==> src/rtl/cal_pkg.sv <==
package cal_pkg;

  typedef enum logic [1:0] {
    ST_IDLE,
    ST_LOW,
    ST_HIGH,
    ST_PROB
  } calState_e;

  typedef struct packed {
    logic capture;
    logic stepTrim;
    logic latchLow;
    logic loadMid;
    logic nextSample;
    logic clrSetting;
    logic finishProb;
    logic setDone;
    logic setErr;
  } calStrobe_t;

endpackage

==> src/rtl/cal_datapath.sv <==
module cal_datapath
  import cal_pkg::*;
#(
  parameter int BIN_W  = 8,
  parameter int TRIM_W = 4,
  parameter int LOG_W  = 3
) (
  input  logic              clk,
  input  logic              rstN,
  input  calStrobe_t        strb,
  input  logic              methodSel,
  input  logic [BIN_W-1:0]  targetBin,
  input  logic [LOG_W-1:0]  logSamples,
  input  logic [BIN_W-1:0]  sampleBin,
  output logic [TRIM_W-1:0] trim,
  output logic              capMethod,
  output logic              isHit,
  output logic              trimAtMax,
  output logic              lastSample,
  output logic              noHits
);
  localparam int CNT_W = 1 << LOG_W;
  localparam logic [TRIM_W-1:0] TRIM_MAX = {TRIM_W{1'b1}};

  logic [TRIM_W-1:0] trimQ, lowQ, bestTrim;
  logic [BIN_W-1:0]  targetQ;
  logic [LOG_W-1:0]  logQ;
  logic [CNT_W-1:0]  smpCnt, hitCnt, bestCnt, hitNext, lastIdx;
  logic [TRIM_W:0]   midSum;
  logic              better;

  assign isHit      = (sampleBin == targetQ);
  assign trimAtMax  = (trimQ == TRIM_MAX);
  assign lastIdx    = (CNT_W'(1) << logQ) - CNT_W'(1);
  assign lastSample = (smpCnt == lastIdx);
  assign hitNext    = hitCnt + CNT_W'(isHit);
  assign better     = (hitNext > bestCnt);
  assign noHits     = !better && (bestCnt == '0);
  assign midSum     = {1'b0, lowQ} + {1'b0, trimQ} - {{TRIM_W{1'b0}}, 1'b1};
  assign trim       = trimQ;

  always_ff @(posedge clk) begin
    if (!rstN) begin
      trimQ     <= '0;
      lowQ      <= '0;
      bestTrim  <= '0;
      bestCnt   <= '0;
      smpCnt    <= '0;
      hitCnt    <= '0;
      targetQ   <= '0;
      logQ      <= '0;
      capMethod <= 1'b0;
    end else if (strb.capture) begin
      trimQ     <= '0;
      lowQ      <= '0;
      bestTrim  <= '0;
      bestCnt   <= '0;
      smpCnt    <= '0;
      hitCnt    <= '0;
      targetQ   <= targetBin;
      logQ      <= logSamples;
      capMethod <= methodSel;
    end else begin
      if (strb.latchLow) lowQ <= trimQ;
      if (strb.nextSample) begin
        smpCnt <= smpCnt + CNT_W'(1);
        hitCnt <= hitNext;
      end
      if (strb.clrSetting) begin
        smpCnt <= '0;
        hitCnt <= '0;
        if (better) begin
          bestTrim <= trimQ;
          bestCnt  <= hitNext;
        end
      end
      if (strb.stepTrim)        trimQ <= trimQ + TRIM_W'(1);
      else if (strb.loadMid)    trimQ <= midSum[TRIM_W:1];
      else if (strb.finishProb) trimQ <= better ? trimQ : bestTrim;
    end
  end

endmodule

==> src/rtl/cal_control.sv <==
module cal_control
  import cal_pkg::*;
(
  input  logic       clk,
  input  logic       rstN,
  input  logic       start,
  input  logic       sampleValid,
  input  logic       methodSel,
  input  logic       isHit,
  input  logic       trimAtMax,
  input  logic       lastSample,
  input  logic       noHits,
  output calStrobe_t strb,
  output logic       busy,
  output logic       done,
  output logic       err
);
  calState_e stateQ, stateD;

  assign busy = (stateQ != ST_IDLE);

  always_comb begin
    strb   = '0;
    stateD = stateQ;
    unique case (stateQ)
      ST_IDLE: begin
        if (start) begin
          strb.capture = 1'b1;
          stateD       = methodSel ? ST_PROB : ST_LOW;
        end
      end
      ST_LOW: begin
        if (sampleValid) begin
          if (trimAtMax) begin
            strb.setDone = 1'b1;
            strb.setErr  = 1'b1;
            stateD       = ST_IDLE;
          end else begin
            strb.stepTrim = 1'b1;
            if (isHit) begin
              strb.latchLow = 1'b1;
              stateD        = ST_HIGH;
            end
          end
        end
      end
      ST_HIGH: begin
        if (sampleValid) begin
          if (!isHit) begin
            strb.loadMid = 1'b1;
            strb.setDone = 1'b1;
            stateD       = ST_IDLE;
          end else if (trimAtMax) begin
            strb.setDone = 1'b1;
            strb.setErr  = 1'b1;
            stateD       = ST_IDLE;
          end else begin
            strb.stepTrim = 1'b1;
          end
        end
      end
      ST_PROB: begin
        if (sampleValid) begin
          if (lastSample) begin
            strb.clrSetting = 1'b1;
            if (trimAtMax) begin
              strb.finishProb = 1'b1;
              strb.setDone    = 1'b1;
              strb.setErr     = noHits;
              stateD          = ST_IDLE;
            end else begin
              strb.stepTrim = 1'b1;
            end
          end else begin
            strb.nextSample = 1'b1;
          end
        end
      end
      default: stateD = ST_IDLE;
    endcase
  end

  always_ff @(posedge clk) begin
    if (!rstN) begin
      stateQ <= ST_IDLE;
      done   <= 1'b0;
      err    <= 1'b0;
    end else begin
      stateQ <= stateD;
      if (strb.capture) begin
        done <= 1'b0;
        err  <= 1'b0;
      end else if (strb.setDone) begin
        done <= 1'b1;
        err  <= strb.setErr;
      end
    end
  end

endmodule

==> src/rtl/offset_trim_scanner.sv <==
module offset_trim_scanner
  import cal_pkg::*;
#(
  parameter int BIN_W  = 8,
  parameter int TRIM_W = 4,
  parameter int LOG_W  = 3
) (
  input  logic              clk,
  input  logic              rstN,
  input  logic              start,
  input  logic              methodSel,
  input  logic [BIN_W-1:0]  targetBin,
  input  logic [LOG_W-1:0]  logSamples,
  input  logic              sampleValid,
  input  logic [BIN_W-1:0]  sampleBin,
  output logic [TRIM_W-1:0] trim,
  output logic              done,
  output logic              err
);
  calStrobe_t strb;
  logic busy, capMethod, isHit, trimAtMax, lastSample, noHits;

  cal_control u_ctrl (
    .clk        (clk),
    .rstN       (rstN),
    .start      (start),
    .sampleValid(sampleValid),
    .methodSel  (methodSel),
    .isHit      (isHit),
    .trimAtMax  (trimAtMax),
    .lastSample (lastSample),
    .noHits     (noHits),
    .strb       (strb),
    .busy       (busy),
    .done       (done),
    .err        (err)
  );

  cal_datapath #(
    .BIN_W (BIN_W),
    .TRIM_W(TRIM_W),
    .LOG_W (LOG_W)
  ) u_dp (
    .clk        (clk),
    .rstN       (rstN),
    .strb       (strb),
    .methodSel  (methodSel),
    .targetBin  (targetBin),
    .logSamples (logSamples),
    .sampleBin  (sampleBin),
    .trim       (trim),
    .capMethod  (capMethod),
    .isHit      (isHit),
    .trimAtMax  (trimAtMax),
    .lastSample (lastSample),
    .noHits     (noHits)
  );

endmodule

==> config.mk <==
export PLATFORM = sky130hd
export DESIGN_NAME = offset_trim_scanner
export DESIGN_NICKNAME = d
export VERILOG_FILES = /design/src/rtl/cal_pkg.sv /design/src/rtl/cal_datapath.sv /design/src/rtl/cal_control.sv /design/src/rtl/offset_trim_scanner.sv
export SDC_FILE = /design/constraint.sdc
export NUM_CORES = 1
export LEC_CHECK = 0
export BUFFER_PORTS_ARGS = -buffer_cell sky130_fd_sc_hd__buf_4
export CORE_ASPECT_RATIO = 1.4
export CORE_MARGIN = 2
export CORE_UTILIZATION = 45
export DETAILED_ROUTE_END_ITERATION = 8
export HOLD_SLACK_MARGIN = 0.15
export PLACE_DENSITY_LB_ADDON = 0.3
export SLEW_MARGIN = 20
export SYNTH_ARGS = -nofsm -noshare
export SYNTH_HDL_FRONTEND = slang
export SYNTH_SLANG_ARGS = --single-unit
==> constraint.sdc <==
create_clock -name clk -period 3.2 [get_ports clk]
set_input_delay 0.32 -clock clk [delete_from_list [all_inputs] [get_ports clk]]
set_output_delay 0.32 -clock clk [all_outputs]
set_load 0.02 [all_outputs]
==> results.json <==
{
  "outcome": "finished, final reports clean",
  "portBuffers": 29,
  "ant_nets": 0,
  "cts_root_buf": "clkbuf_8",
  "fillers": 666,
  "grt_pass1_vias": 2777,
  "r2r_end": "u_dp.bestCnt[6]$_SDFFE_PP0P_",
  "syn_inst": 389,
  "die_area_um2": 8010,
  "place_ws_ps": -79.5,
  "syn-cell-area_um2": 3290,
  "async_flop_share_pct": 0,
  "antenna_found_initial": 0,
  "finalCriticalPeriod_ps": 3170,
  "viasPerCell": 5.39,
  "drt-initial-drc-count": 97,
  "htree_levels": 2,
  "r2r_start": "u_dp.targetQ[0]$_SDFFE_PN0P_",
  "yosys-top-cells-area": "dfxtp_1 31%, ha_1 7.2%, mux2i_1 6.4%",
  "required_ps": 3390,
  "initial_core_util_pct": 46.8,
  "rsz0062_at_grt": "yes",
  "critPathSlowestCell": "dfxtp_2",
  "power.total_mw": 1.42,
  "cts_tree": "built",
  "ys_warn_count": 0,
  "cts_made_buffers": 5,
  "ir_drop_uv": 218,
  "overflow": 0,
  "clkSinkCount": 51,
  "syn_area_per_cell_um2": 8.45,
  "place_area_um2": 3640,
  "grt_usage_pct": 18.4,
  "wl_um": 7210,
  "vias": 2808,
  "swShare_pct": 28.4,
  "critPathMaxFanout": 6,
  "io_pins": 30,
  "pwr-share-comb_pct": 21.4,
  "area_growth_syn_to_layout_pct": 18.3,
  "synth_enable_flop_cells": 0,
  "fin_area_um2": 3890,
  "drv_slew": 0,
  "clk_latency_ps": 300,
  "synth_xor_area_share_pct": 8.03,
  "min_to": "u_dp.targetQ[1]$_SDFFE_PN0P_",
  "grt_pass1_wl_um": 12400,
  "synth_compound_area_share_pct": 16.1,
  "crit_top_cell": "nand4_1",
  "busiest_layer": "met2",
  "num_antenna_cells": 0,
  "timing.final.crit_share_pct": 99.0,
  "dp.cells": 510,
  "hold_class": "in -> reg",
  "utilization_pct": 55.3,
  "drive_above_1_share_pct": 23.7,
  "final_cells": 521,
  "wl_per_cell_um": 13.8,
  "synth_mux_area_share_pct": 7.08,
  "core-area_um2": 7030,
  "fp-row-count": 36,
  "ys_seq_area_share_pct": 31.1,
  "use_met1_pct": 21.7,
  "synth_top_family_by_area": "simple AND/OR/NAND/NOR gates",
  "crit_path_end_kind": "register",
  "place_hpwl_um": 5260,
  "ff2ff_path_depth": 15,
  "intPower_mw": 1.02,
  "crit_type": "reg -> reg",
  "tightest_slew_ps": 642,
  "worstHoldPathCells": 3,
  "synth_seq_cells": 51,
  "critPathMaxStageDelay_ps": 330,
  "mostFrequentLayoutCells": "51 x buf_4, 47 x dfxtp_1, 41 x nand2_1",
  "clockBufferDepth": 2,
  "die_h_um": 105,
  "grtUsageMet2_pct": 32.9,
  "p_sw_mw": 0.402,
  "clkTransAtPathRegs_ps": 90,
  "yosys.area_share.simple_pct": 22.5,
  "maxCapViolCount": 0,
  "hold_viol": 0,
  "ys_types": 66,
  "met3_usage_pct": 2.85,
  "p_seq_share_pct": 48.0,
  "hp-start": "targetBin[1]",
  "grt_max_degree": 20,
  "skew_ps": 8.97,
  "power.leakage_nw": 1.52,
  "yosys.area.top_type": "dfxtp_1",
  "max_freq_mhz": 316,
  "critPathLaunchType": "register",
  "setup_viol": 0,
  "firstDrtPassIters": 4,
  "syn-num-nets": 433,
  "path_cells": "xnor2_1 > nand4_1 > nor2_2 > ha_2 > and3_4 > nand3_4 > xnor2_2 > ha_1 > nand4_1 > a21oi_2 > o22ai_4 > nor3_4 > buf_6 > mux2i_1 > nor2_1",
  "pwr-share-clk_pct": 30.5,
  "nets": 470,
  "arrival_ps": 3360,
  "die_width_um": 76.2,
  "r2r_setup_slack_ps": 30,
  "final_common_cell": "buf_4",
  "synth_top_flop_cell": "dfxtp_1",
  "max-slew-margin-rel_pct": 56.8,
  "setup_ws_ps": 30.6,
  "gp_congestion": 0.920,
  "power.density_nw_per_um2": 364,
  "drc": 0,
  "synth_top_area_share_pct": 31.1,
  "synth_fa_ha_area_share_pct": 7.84
}
## power groups by stage
stage	Combinational (mW)	Clock [mW]	Sequential, mW
floorplan	0.226	0	0.683
global placement	0.292	0	0.693
detailed placement	0.296	0	0.694
CTS	0.298	0.451	0.679
global route	0.334	0.469	0.685
finish	0.304	0.433	0.681
## critical path: cells and delay by family (launching register included)
| kind | cells | cell delay [ps] |
|---|---|---|
| compound gates | 2 | 320 |
| mux | 1 | 210 |
| flops | 1 | 330 |
| buf+inv | 1 | 180 |
| simple gates | 7 | 1110 |
| fa+ha+maj | 2 | 580 |
| xor+xnor | 2 | 310 |
## synth_stat cells, types with 2 or more instances
library cell,instances
xnor2_1,24
a2bb2oi_1,2
and2_1,3
clkbuf_1,10
mux2_2,2
o2111ai_1,2
a21boi_0,11
or3_1,2
dfxtp_1,51
nor4_2,3
a41o_1,2
nand2_1,41
buf_4,2
nor2b_1,3
and3_2,3
buf_2,5
nand4_1,8
nor3_2,4
ha_1,19
a21o_1,3
nand3b_1,2
nand3_1,15
and3_1,4
mux2i_1,21
o211a_1,2
nor3_1,3
o21a_1,2
o21ai_1,2
a41oi_1,2
nor2_1,38
o21ai_0,10
inv_1,28
xor2_1,3
buf_6,5
a21oi_1,21
## worst max-delay path by stage
stage,end,cells after the start,startpoint,slack (ps)
after floorplan,u_dp.trim[0]$_SDFFE_PP0P_,14,u_dp.targetQ[3]$_SDFFE_PN0P_,100
after global placement,u_dp.trim[0]$_SDFFE_PP0P_,15,sampleBin[4],-10
after detailed placement,u_dp.trim[0]$_SDFFE_PP0P_,15,sampleBin[4],-80
after CTS,u_dp.bestCnt[6]$_SDFFE_PP0P_,15,u_dp.targetQ[4]$_SDFFE_PN0P_,30
after global routing,u_dp.trim[1]$_SDFFE_PP0P_,14,u_dp.targetQ[0]$_SDFFE_PN0P_,-220
final,u_dp.bestCnt[6]$_SDFFE_PP0P_,15,u_dp.targetQ[0]$_SDFFE_PN0P_,30
## logic make-up after synthesis
logic type	count (synthesis)
DFF	51
muxes	23
buffers and inverters	51
and+or+nand+nor	140
adders and majority gates	20
xor gates and xnor gates	28
AOI/OAI and AO/OA	76
## through the flow
stage	setup TNS [ps]	hold WS, ps
2_1_floorplan	0	452
3_3_place_gp	-10.2	462
3_5_place_dp	-372	470
4_1_cts	0	263
5_1_grt	-2620	274
6_report	0	265
## flip-flops by register name (all words and copies together), names as in the netlist
name and cells:
u_dp.bestCnt 8, u_dp.hitCnt 8, u_dp.smpCnt 8, u_dp.targetQ 8, u_dp.bestTrim 4, u_dp.lowQ 4, u_dp.trim 4, u_dp.logQ 3
u_ctrl.stateQ 2, u_ctrl.done 1, u_ctrl.err 1
## what timing repair did
item,in CTS,in global routing
pin swaps,1,21
buffers inserted,0,4
endpoints found under the setup margin,1,17
gates resized for setup,1,25
hold buffers,0,0
## layer usage
metal  share of wire [%]  up-vias
li1                    -     1422
met1                  44     1328
met2                  50       47
met3                 2.9       11
met4                 2.4        0
met5                   0        -
## layout make-up
| cell class | count | area (um^2) | area share, % |
|---|---|---|---|
| multi-input combinational | 287 | 2130 | 54.8 |
| inverter | 28 | 105 | 2.70 |
| clock inverter | 1 | 30.0 | 0.772 |
| timing repair buffer | 53 | 405 | 10.4 |
| sequential | 51 | 1030 | 26.4 |
| clock buffer | 6 | 72.6 | 1.87 |
| tap | 95 | 119 | 3.06 |
Power figures use the tool's default switching activity.
